<file path="src/rtl/isoin_pkg.sv">
package isoin_pkg;

  localparam int NCH       = 3;   // D, B1, B2 in emission order
  localparam int LENW      = 4;   // widest segment length field
  localparam int D_LEN_MAX = 7;
  localparam int B_LEN_MAX = 15;

  typedef enum logic [1:0] {
    SQ_IDLE,
    SQ_LEAD,
    SQ_HDR,
    SQ_DATA
  } seq_state_e;

  typedef struct packed {
    logic xfr;
    logic xcol;
    logic xdov;
    logic xdun;
  } d_tx_t;

  typedef struct packed {
    logic xfr;
    logic xdov;
    logic xdun;
  } b_tx_t;

  function automatic logic [7:0] d_hdr(d_tx_t t, logic rdov, logic [2:0] len);
    return {t, rdov, len};
  endfunction

  function automatic logic [7:0] b_hdr(b_tx_t t, logic rdov, logic [3:0] len);
    return {t, rdov, len};
  endfunction

  function automatic logic [7:0] lead_byte(logic err);
    return {err, 7'b0};
  endfunction

endpackage

</file>
<file path="src/rtl/isoin_rx_fifo.sv">
module isoin_rx_fifo #(
  parameter int DEPTH = 16,
  parameter int W     = 8,
  localparam int AW   = (DEPTH > 1) ? $clog2(DEPTH) : 1,
  localparam int CW   = $clog2(DEPTH + 1)
) (
  input  logic          clk,
  input  logic          rst,
  input  logic          wr_en,
  input  logic [W-1:0]  wr_data,
  input  logic          en_cmd,
  input  logic          pop,
  output logic [CW-1:0] fill,
  output logic [W-1:0]  rd_q,
  output logic          empty,
  output logic          full,
  output logic          enabled,
  output logic          rdov
);

  logic [W-1:0]  mem [DEPTH];
  logic [AW-1:0] wptr, rptr;
  logic [CW-1:0] cnt;
  logic          en_q, rdov_q;

  logic do_pop, wr_try, do_wr, ovf, flush;

  function automatic logic [AW-1:0] step(logic [AW-1:0] p);
    return (p == AW'(DEPTH - 1)) ? '0 : p + 1'b1;
  endfunction

  assign empty   = (cnt == '0);
  assign full    = (cnt == CW'(DEPTH));
  assign do_pop  = pop && !empty;
  assign wr_try  = en_q && wr_en && !en_cmd;
  assign do_wr   = wr_try && (!full || do_pop);
  assign ovf     = wr_try && full && !do_pop;
  assign flush   = en_cmd || ovf;

  // storage: no reset, single write port, registered read
  always_ff @(posedge clk) begin
    if (do_wr) mem[wptr] <= wr_data;
  end

  always_ff @(posedge clk) begin
    if (do_pop) rd_q <= mem[rptr];
  end

  always_ff @(posedge clk) begin
    if (rst) begin
      wptr   <= '0;
      rptr   <= '0;
      cnt    <= '0;
      en_q   <= 1'b0;
      rdov_q <= 1'b0;
    end else begin
      if (flush) begin
        wptr <= '0;
        rptr <= '0;
        cnt  <= '0;
      end else begin
        if (do_wr)  wptr <= step(wptr);
        if (do_pop) rptr <= step(rptr);
        case ({do_wr, do_pop})
          2'b10:   cnt <= cnt + 1'b1;
          2'b01:   cnt <= cnt - 1'b1;
          default: cnt <= cnt;
        endcase
      end
      if (en_cmd) begin
        en_q   <= 1'b1;
        rdov_q <= 1'b0;
      end else if (ovf) begin
        en_q   <= 1'b0;
        rdov_q <= 1'b1;
      end
    end
  end

  assign fill    = cnt;
  assign enabled = en_q;
  assign rdov    = rdov_q;

endmodule

</file>
<file path="src/rtl/isoin_seq.sv">
module isoin_seq
  import isoin_pkg::*;
#(
  parameter int NSEG = NCH,
  parameter int LW   = LENW,
  localparam int CHW = (NSEG > 1) ? $clog2(NSEG) : 1
) (
  input  logic              clk,
  input  logic              rst,
  input  logic              req,
  input  logic [7:0]        lead_in,
  input  logic [NSEG*8-1:0] hdr_in,
  input  logic [NSEG*LW-1:0] len_in,
  output logic              busy,
  output logic [NSEG-1:0]   pop,
  output logic              s1_valid,
  output logic              s1_sop,
  output logic              s1_eop,
  output logic              s1_data,
  output logic [CHW-1:0]    s1_ch,
  output logic [7:0]        s1_byte
);

  seq_state_e     state, st_n;
  logic [CHW-1:0] ch_q, ch_n;
  logic [LW-1:0]  cnt_q, cnt_n;
  logic [7:0]     lead_q;
  logic [7:0]     hdr_q [NSEG];
  logic [LW-1:0]  len_q [NSEG];

  logic       load, emit, e_sop, e_eop, e_data, last_ch;
  logic [7:0] e_byte;

  always_comb begin
    st_n    = state;
    ch_n    = ch_q;
    cnt_n   = cnt_q;
    load    = 1'b0;
    emit    = 1'b0;
    e_sop   = 1'b0;
    e_eop   = 1'b0;
    e_data  = 1'b0;
    e_byte  = 8'h00;
    pop     = '0;
    last_ch = (ch_q == CHW'(NSEG - 1));
    case (state)
      SQ_IDLE: begin
        if (req) begin
          load = 1'b1;
          st_n = SQ_LEAD;
        end
      end
      SQ_LEAD: begin
        emit   = 1'b1;
        e_sop  = 1'b1;
        e_byte = lead_q;
        ch_n   = '0;
        st_n   = SQ_HDR;
      end
      SQ_HDR: begin
        emit   = 1'b1;
        e_byte = hdr_q[ch_q];
        if (len_q[ch_q] != '0) begin
          cnt_n = len_q[ch_q];
          st_n  = SQ_DATA;
        end else if (last_ch) begin
          e_eop = 1'b1;
          st_n  = SQ_IDLE;
        end else begin
          ch_n = ch_q + 1'b1;
        end
      end
      SQ_DATA: begin
        emit      = 1'b1;
        e_data    = 1'b1;
        pop[ch_q] = 1'b1;
        cnt_n     = cnt_q - 1'b1;
        if (cnt_q == LW'(1)) begin
          if (last_ch) begin
            e_eop = 1'b1;
            st_n  = SQ_IDLE;
          end else begin
            ch_n = ch_q + 1'b1;
            st_n = SQ_HDR;
          end
        end
      end
      default: st_n = SQ_IDLE;
    endcase
  end

  always_ff @(posedge clk) begin
    if (rst) begin
      state <= SQ_IDLE;
      ch_q  <= '0;
      cnt_q <= '0;
    end else begin
      state <= st_n;
      ch_q  <= ch_n;
      cnt_q <= cnt_n;
    end
  end

  // snapshot of everything the packet reports
  always_ff @(posedge clk) begin
    if (rst) begin
      lead_q <= 8'h00;
      for (int c = 0; c < NSEG; c++) begin
        hdr_q[c] <= 8'h00;
        len_q[c] <= '0;
      end
    end else if (load) begin
      lead_q <= lead_in;
      for (int c = 0; c < NSEG; c++) begin
        hdr_q[c] <= hdr_in[c*8 +: 8];
        len_q[c] <= len_in[c*LW +: LW];
      end
    end
  end

  always_ff @(posedge clk) begin
    if (rst) begin
      s1_valid <= 1'b0;
      s1_sop   <= 1'b0;
      s1_eop   <= 1'b0;
      s1_data  <= 1'b0;
      s1_ch    <= '0;
      s1_byte  <= 8'h00;
    end else begin
      s1_valid <= emit;
      s1_sop   <= e_sop;
      s1_eop   <= e_eop;
      s1_data  <= e_data;
      s1_ch    <= ch_q;
      s1_byte  <= e_byte;
    end
  end

  assign busy = (state != SQ_IDLE);

endmodule

</file>
<file path="src/rtl/isoin_pkt_asm.sv">
module isoin_pkt_asm
  import isoin_pkg::*;
#(
  parameter int D_DEPTH = 16,
  parameter int B_DEPTH = 32
) (
  input  logic        clk,
  input  logic        rst,
  input  logic [2:0]  rx_wr_en,
  input  logic [23:0] rx_wr_data,
  input  logic [2:0]  rx_en_cmd,
  input  logic        out_crc_err,
  input  logic        isoe_clear,
  input  logic [3:0]  d_tx_stat,
  input  logic [2:0]  b1_tx_stat,
  input  logic [2:0]  b2_tx_stat,
  input  logic        pkt_req,
  output logic        pkt_valid,
  output logic        pkt_sop,
  output logic        pkt_eop,
  output logic [7:0]  pkt_data,
  output logic        pkt_busy
);

  localparam int LW  = LENW;
  localparam int CHW = $clog2(NCH);

  logic [NCH-1:0] fifo_en, fifo_rdov, fifo_full, fifo_empty, fifo_pop;
  logic [7:0]     fifo_rd   [NCH];
  logic [LW-1:0]  len_avail [NCH];
  logic           isoe_q;

  for (genvar c = 0; c < NCH; c++) begin : g_ch
    localparam int DEP = (c == 0) ? D_DEPTH : B_DEPTH;
    localparam int CAP = (c == 0) ? D_LEN_MAX : B_LEN_MAX;
    localparam int CW  = $clog2(DEP + 1);
    logic [CW-1:0] fill;

    isoin_rx_fifo #(.DEPTH(DEP), .W(8)) u_fifo (
      .clk     (clk),
      .rst     (rst),
      .wr_en   (rx_wr_en[c]),
      .wr_data (rx_wr_data[c*8 +: 8]),
      .en_cmd  (rx_en_cmd[c]),
      .pop     (fifo_pop[c]),
      .fill    (fill),
      .rd_q    (fifo_rd[c]),
      .empty   (fifo_empty[c]),
      .full    (fifo_full[c]),
      .enabled (fifo_en[c]),
      .rdov    (fifo_rdov[c])
    );

    assign len_avail[c] = (int'(fill) > CAP) ? LW'(CAP) : LW'(fill);
  end

  // sticky isochronous-OUT error, set wins over clear
  always_ff @(posedge clk) begin
    if (rst)              isoe_q <= 1'b0;
    else if (out_crc_err) isoe_q <= 1'b1;
    else if (isoe_clear)  isoe_q <= 1'b0;
  end

  logic [NCH*8-1:0]  hdr_bus;
  logic [NCH*LW-1:0] len_bus;

  always_comb begin
    hdr_bus[7:0]   = d_hdr(d_tx_t'(d_tx_stat),  fifo_rdov[0], len_avail[0][2:0]);
    hdr_bus[15:8]  = b_hdr(b_tx_t'(b1_tx_stat), fifo_rdov[1], len_avail[1]);
    hdr_bus[23:16] = b_hdr(b_tx_t'(b2_tx_stat), fifo_rdov[2], len_avail[2]);
    for (int c = 0; c < NCH; c++) len_bus[c*LW +: LW] = len_avail[c];
  end

  logic           s1_valid, s1_sop, s1_eop, s1_data;
  logic [CHW-1:0] s1_ch;
  logic [7:0]     s1_byte;
  logic           zero_q;

  isoin_seq #(.NSEG(NCH), .LW(LW)) u_seq (
    .clk      (clk),
    .rst      (rst),
    .req      (pkt_req),
    .lead_in  (lead_byte(isoe_q)),
    .hdr_in   (hdr_bus),
    .len_in   (len_bus),
    .busy     (pkt_busy),
    .pop      (fifo_pop),
    .s1_valid (s1_valid),
    .s1_sop   (s1_sop),
    .s1_eop   (s1_eop),
    .s1_data  (s1_data),
    .s1_ch    (s1_ch),
    .s1_byte  (s1_byte)
  );

  // a byte promised in a header but lost to a flush is sent as zero
  always_ff @(posedge clk) begin
    if (rst) zero_q <= 1'b0;
    else     zero_q <= |(fifo_pop & fifo_empty);
  end

  always_ff @(posedge clk) begin
    if (rst) begin
      pkt_valid <= 1'b0;
      pkt_sop   <= 1'b0;
      pkt_eop   <= 1'b0;
      pkt_data  <= 8'h00;
    end else begin
      pkt_valid <= s1_valid;
      pkt_sop   <= s1_sop;
      pkt_eop   <= s1_eop;
      if (s1_data) pkt_data <= zero_q ? 8'h00 : fifo_rd[s1_ch];
      else         pkt_data <= s1_byte;
    end
  end

endmodule

</file>
<file path="config.mk">
export PLATFORM = sky130hd
export DESIGN_NAME = isoin_pkt_asm
export DESIGN_NICKNAME = d
export VERILOG_FILES = /design/src/rtl/isoin_pkg.sv /design/src/rtl/isoin_rx_fifo.sv /design/src/rtl/isoin_seq.sv /design/src/rtl/isoin_pkt_asm.sv
export SDC_FILE = /design/constraint.sdc
export NUM_CORES = 1
export LEC_CHECK = 0
export BUFFER_PORTS_ARGS = -buffer_cell sky130_fd_sc_hd__buf_4
export CAP_MARGIN = 0
export CORE_ASPECT_RATIO = 0.5
export CORE_MARGIN = 3
export CORE_UTILIZATION = 40
export CTS_CLUSTER_SIZE = 8
export DETAILED_ROUTE_END_ITERATION = 8
export SYNTH_ARGS = -nofsm -noshare
export SYNTH_HDL_FRONTEND = slang
export SYNTH_SLANG_ARGS = --single-unit
</file>
<file path="constraint.sdc">
create_clock -name clk -period 2.48 [get_ports clk]
set_clock_uncertainty 0.05 [all_clocks]
set_input_delay 0.372 -clock clk [delete_from_list [all_inputs] [get_ports clk]]
set_output_delay 0.372 -clock clk [all_outputs]
set_load 0.05 [all_outputs]
</file>
After elaboration in Yosys (flattened, before gate mapping)
Memory sizes are Yosys's and may differ from the RTL's. A register that Yosys moved wholly into a read port is not among the register bits.
Cells that the tools add are included.
Cells by class
  $add $sub $neg: 14
  reductions and logical operators: 63
  bitwise logic cells: 8
  shift-type cells: 0
  multipliers: 0
  div/mod/pow operators: 0
  $lt $le $gt $ge: 6
  eq/ne operators: 25
  multiplexer cells: 71
Operators by type and width (count)
  8-bit two-way mux: 7
  4-bit two-way mux: 9
  1-bit two-way mux: 28
  5-bit by 1-bit adder with 5-bit output, second input constant: 5
  5-bit == test, second input constant: 5
  2-bit two-way mux: 12
  6-bit case mux with 2 select lines: 2
  5-bit two-way mux: 4
  1-bit logical AND: 19
  2-bit nonzero test: 9
  8-bit binary-select mux with 2-bit select: 1
  8-bit case mux with 2 select lines: 1
  6-bit by 1-bit adder with 6-bit output, second input constant: 2
  2-bit == test, second input constant: 6
  6-bit == test, second input constant: 2
  6-bit by 4-bit greater-than comparator with 1-bit output, second input constant: 2
  1-bit zero test: 12
  6-bit zero test: 2
  2-bit OR reduction: 6
  6-bit by 1-bit subtractor with 6-bit output, second input constant: 2
  5-bit case mux with 2 select lines: 1
  4-bit by 1-bit adder with 4-bit output, second input constant: 2
  2-bit by 1-bit == test with 1-bit output, second input constant: 4
  4-bit == test, second input constant: 2
  28 further kinds: 42
Storage, ports and cells
  bits in registers: 87
  bits in writable memories: 676
  memories kept: 5
  logic and storage cells: 223
  bits of input ports: 45
  bits in read-only memories: 0
  latch bits: 0
Memories
  g_ch[1].u_fifo.mem: words 32, width 8, rd ports 1, clocked after Yosys merged registers in 1, wr ports 1, RTL line isoin_rx_fifo.sv:21  | logic [W-1:0] mem [DEPTH];
  g_ch[2].u_fifo.mem: words 32, width 8, rd ports 1, clocked after Yosys merged registers in 1, wr ports 1, RTL line isoin_rx_fifo.sv:21
  g_ch[0].u_fifo.mem: words 16, width 8, rd ports 1, clocked after Yosys merged registers in 1, wr ports 1, RTL line isoin_rx_fifo.sv:21
  u_seq.hdr_q: words 3, width 8, rd ports 1, clocked after Yosys merged registers in 1, wr ports 3, RTL line isoin_seq.sv:28  | logic [7:0] hdr_q [NSEG];
  u_seq.len_q: words 3, width 4, rd ports 1, clocked after Yosys merged registers in 1, wr ports 3, RTL line isoin_seq.sv:29  | logic [LW-1:0] len_q [NSEG];

Logic depth before layout (Yosys ltp)
  depth after elaboration: 10
  mapped depth: 11
  gate-level depth less buffers: 11

Cells and area by module
Synthesis repeated with hierarchy kept, for this count alone.
Unflattened totals
  cells, all modules: 2033
  area, all modules: 32690.1 sq um
By module, submodules not included
  isoin_rx_fifo (g_ch[1].u_fifo): area an instance 11403.4 sq um, instances 1, cells an instance 675, seq. area each 8287.9 sq um
  isoin_rx_fifo (g_ch[2].u_fifo): area an instance 11402.2 sq um, instances 1, cells an instance 675, seq. area each 8287.9 sq um
  isoin_rx_fifo (g_ch[0].u_fifo): area an instance 6189.7 sq um, instances 1, cells an instance 346, seq. area each 4384.2 sq um
  isoin_seq: area an instance 3064.2 sq um, instances 1, cells an instance 273, seq. area each 1721.7 sq um
  isoin_pkt_asm: area an instance 630.6 sq um, instances 1, cells an instance 64, seq. area each 260.2 sq um

Worst setup path after synthesis
No wires, ideal clock.
  path kind: register to register
  start point: reg g_ch[0].u_fifo.cnt[4]
  end point: reg g_ch[0].u_fifo.cnt[4]
  path buffers: 0
  setup slack: -0.055 ns
  arrival time: 2.352 ns
  data required time: 2.297 ns
  cell stages (with the launch flop): 10
  setup time: 0.133 ns
  path through: dfxtp_1 or3_1 o311ai_1 inv_1 ha_1 nor2b_1 o21ai_0 nor3b_1 o21ai_0 nor3b_1
Between the ends
  cells in the longest elaborated chain, start to end: 7
Ends and longest elaborated chain
  start, declared: RTL line isoin_rx_fifo.sv:23  | logic [CW-1:0] cnt;
  start signal, assigned: RTL line isoin_rx_fifo.sv:65  | 2'b10: cnt <= cnt + 1'b1;
  start signal, assigned: RTL line isoin_rx_fifo.sv:66  | 2'b01: cnt <= cnt - 1'b1;
  start signal, assigned: RTL line isoin_rx_fifo.sv:67  | default: cnt <= cnt;
  5-bit zero test: RTL line isoin_rx_fifo.sv:32  | assign empty = (cnt == '0);
  1-bit zero test: RTL line isoin_rx_fifo.sv:34  | assign do_pop = pop && !empty;
  1-bit logical AND: RTL line isoin_rx_fifo.sv:34
  1-bit logical OR or 1-bit zero test (tied branches): RTL line isoin_rx_fifo.sv:36, isoin_rx_fifo.sv:37
  1-bit logical AND (on tied branches): RTL line isoin_rx_fifo.sv:36, isoin_rx_fifo.sv:37
  2-bit by 1-bit == test with 1-bit output, or another cell as far along: RTL line isoin_rx_fifo.sv:64  | case ({do_wr, do_pop})
  5-bit case mux with 2 select lines, or another cell as far along: RTL line isoin_rx_fifo.sv:64
Several ways; a longest one is shown, not always the timed one.
A chain may end at the register's enable or synchronous reset.

Worst setup path after layout
  start point: reg u_seq.state[0]
  end point: mem g_ch[2].u_fifo.mem[11][2] (enable)
Between the ends
  cells in the longest elaborated chain, start to end: 7
Ends and longest elaborated chain
  start, declared: RTL line isoin_seq.sv:24  | seq_state_e state, st_n;
  start signal, assigned: RTL line isoin_seq.sv:98  | state <= st_n;
  2-bit == test: RTL line isoin_seq.sv:46  | case (state)
  3-bit two-way mux: RTL line isoin_seq.sv:46
  1-bit logical AND: RTL line isoin_rx_fifo.sv:34
  1-bit logical OR: RTL line isoin_rx_fifo.sv:36  | assign do_wr = wr_try && (!full || do_pop);
  1-bit logical AND: RTL line isoin_rx_fifo.sv:36
  1-bit two-way mux: RTL line isoin_rx_fifo.sv:42  | if (do_wr) mem[wptr] <= wr_data;
  1-bit two-way mux (not written as such): RTL line isoin_rx_fifo.sv:42
  end, declared: RTL line isoin_rx_fifo.sv:21
Every way passes these cells.

==> results.md <==
- Status: complete, no violations
- Leakage: 12.1 nW
- Dpl hpwl: 42.2 mm
- Total power: 29.1 mW
- Seq/Total Area, Yosys: 71.7%
- Commonest cells after routing, fill and taps aside: edfxtp_1 (689), buf_4 (213), nor2_1 (171)
- WP buf/inv: 2
- DIE WIDTH: 402 um
- Final period util: 97.9%
- Top delay family on crit path: simple AND/OR/NAND/NOR gates
- Final ANT Viol Nets: 0
- #FFs+latches synth: 778
- Yosys warning total: 0
- Reg-to-Reg Start: u_seq.state[0]
- GRT Overall Usage: 16.9%
- H-tree lvl count: 3
- Hold WC Path Type: input pin to register
- # nets final: 2,165
- Int Pwr: 22.8 mW
- Net switching power: 6.25 mW
- Global placement routability congestion: 0.802
- Worst Max-Slew Pin Slew: 0.843 ns
- Post-route design area: 0.0375 mm^2
- TritonCTS buffer count: 107
- Synthesized instance count: 1,824
- Clock-pin slew on the worst setup and hold paths: 0.06 ns
- Flop pwr share: 49.9%
- Post-layout min period: 2.43 ns
- Flop2flop setup slack: 0.05 ns
- Comb power frac: 4.0%
- Number of global-route vias before repair: 17,170
- Die H: 204 um
- CP arrival: 2.74 ns
- Maximum clock frequency: 412 MHz
- Placed cells: 2,974
- Final number of max-transition violations: 0
- First-pass GRT wire length: 105 mm
- Critical Path Source Type: register
- CP cell instances: ha_1 -> buf_4 -> a21bo_2 -> nor3_1 -> nor2_2 -> nand2_1 -> nor2_1 -> buf_4
- Hold Startpoint: rx_wr_data[17]
- Post-synthesis cell type count: 74
- Row Count: 71
- Unrepaired setup endpoints after global routing: yes
- PwrDens: 776 mW/mm^2
- Reg-to-reg endpoint: g_ch[2].u_fifo.mem[11][2]
- Clock latency on the worst-skew pair: 0.70 ns
- Finished Layout Cells: 3,168
- # DRC: 0
- Worst path max stage delay: 0.36 ns
- Via count: 16,851
- Starting density of the core: 41.0%
- Post-synth EDFFs: 689
- Fin util: 49.0%
- Clk buf depth: 3
- Critical Path RT: 2.79 ns
- Area delta synth->final: 19.5%
- Clk pwr share: 46.1%
- TritonCTS clock tree: done
- Full die area: 0.0820 mm^2
- Per-cell routed wire length: 21.5 um
- MaxCap Viol Count: 0
- Commonest non-fill, non-tap cell in the layout: edfxtp_1
- Largest net degree at the start of global routing: 41
- Setup crit end kind: register
- TNS Setup: 0 ns
- Mean Syn Cell Area: 17.2 um^2
- Fin. Hold Viols: 0
- Hold Path Sink: g_ch[2].u_fifo.mem[24][1]
- DR vias/cell: 5.32
- Core area: 0.0764 mm^2
- Switching Fraction: 21.5%
- Post-CTS setup buffer count: 0
- Post-synth ARST share: 0%
- Synth Flop Type: edfxtp_1
- Final Setup Violations: 0
- Area of placed instances: 0.0341 mm^2
- CP max stage cell: nand2_1
- Worst r2r path cells: 8
- Peak supply drop: 577 uV
- Setup CP Type: register to register
- Root Buffer: clkbuf_16
- DR iter-0 viols: 1,527
- Grt ovf: 0
- Hold path depth: 1
- IO Port Bufs: 56
- Ports: 57
- Syn Nets: 1,904
- Critical path peak fanout: 8
- Final WL: 68.1 mm
- Mapped Area: 0.0313 mm^2
- N_diodes: 0
- Rel. slew slack: 43.7%
- Critical Path Most Common Cell: buf_4
- Fillcell total: 6,313
- Initial antenna violation count: 0
- Layout cells sized above 1: 24.5%
- 1st-pass router iterations: 5
- Clock sinks: 778
[power by group through the flow]
stage / Clock, mW / Sequential [mW] / Combinational [mW]
floorplan: 0 / 14.8 / 0.589
global placement: 0 / 14.8 / 1.11
detailed placement: 0 / 14.8 / 1.13
CTS: 13.8 / 14.5 / 1.16
global route: 14.4 / 14.5 / 1.28
finish: 13.4 / 14.5 / 1.15
[worst register-to-register path, delay by kind of cell, from the launching register on]
family,cells,cell delay (ns)
AOI/OAI and AO/OA,1,0.14
adders and majority gates,1,0.28
buffers and inverters,2,0.41
DFF,1,0.34
and+or+nand+nor,4,0.87
[metrics by stage]
step           hold WS (ns)  worst slack, ns
3_3_place_gp          0.383           0.0615
5_1_grt              0.0397          -0.0544
2_1_floorplan         0.364           0.0385
6_report             0.0606           0.0527
3_5_place_dp          0.378         -0.00476
4_1_cts              0.0160          -0.0636
[state kept, by name, indices dropped and copies added, names as in the netlist, 8 cells and up, named ones only]
name,cells
pkt_data,8
u_seq.s1_byte,8
g_ch.u_fifo.fill,17
g_ch.u_fifo.rd_q,24
g_ch.u_fifo.mem,640
g_ch.u_fifo.rptr,14
g_ch.u_fifo.wptr,14
u_seq.hdr_q,22
[cells in the mapped netlist (all sizes together) (17+ instances only)]
master	count	area (um^2)
o21ai	26	130
mux2i	110	1100
dfxtp	89	1780
nand2	64	240
a22o	17	149
ha	34	425
edfxtp	689	20700
and2	20	125
inv	25	93.8
clkbuf	58	219
nor2b	27	169
nor2	172	646
mux4	144	3240
buf	41	221
nor3	36	180
a31oi	18	113
a21oi	65	325
[routing by layer]
metal	part of all wire, %	vias up	global-route usage (%)
li1	-	7715	-
met1	46	8623	24.1
met2	47	421	26.5
met3	5.4	92	3.58
met4	2.0	0	4.36
met5	0	-	0
[area by class of cell]
class	count	area [um^2]	area share [%]
well taps	1022	1280	3.41
multi-input cells	922	8400	22.4
clock buffers	162	2880	7.70
flip-flops and latches	778	22500	60.0
repair buffers	251	2110	5.64
clock inverters	8	199	0.531
inverters	25	93.8	0.251
[worst max-delay path by stage]
stage                                       from                   endpoint  slack, ns  cells after the start
after global placement    g_ch[0].u_fifo.fill[4]     g_ch[0].u_fifo.fill[4]       0.06                      9
final                             u_seq.state[0]  g_ch[2].u_fifo.mem[11][2]       0.05                      8
after detailed placement          u_seq.state[1]  g_ch[2].u_fifo.mem[10][1]     -0.005                      8
after global routing              u_seq.state[0]  g_ch[2].u_fifo.mem[15][2]      -0.05                      8
after floorplan                   u_seq.state[0]   g_ch[0].u_fifo.mem[3][0]       0.04                      5
after CTS                         u_seq.state[0]  g_ch[2].u_fifo.mem[10][7]      -0.06                      8
[cell families (layout without fill, tap and decap cells)]
kind of cell             Yosys count  in the layout  synth area share, %
AO/OA/AOI/OAI                    198            198                 4.19
multiplexers                     267            267                 14.3
buffers and inverters            124            446                 1.70
adder cells (fa/ha/maj)           35             35                 1.42
AND/OR/NAND/NOR                  407            407                 6.27
flip-flops                       778            778                 71.7
XOR/XNOR                          14             14                0.391
other                              1              1               0.0120
[repair_timing]
action                                  CTS  global route
resized for setup                         2            13
hold buffers                             24             0
endpoints found under the setup margin   74           402
pin swaps                                 0             1
endpoints found under the hold margin   146             0
(Power assumes the default switching activity.)
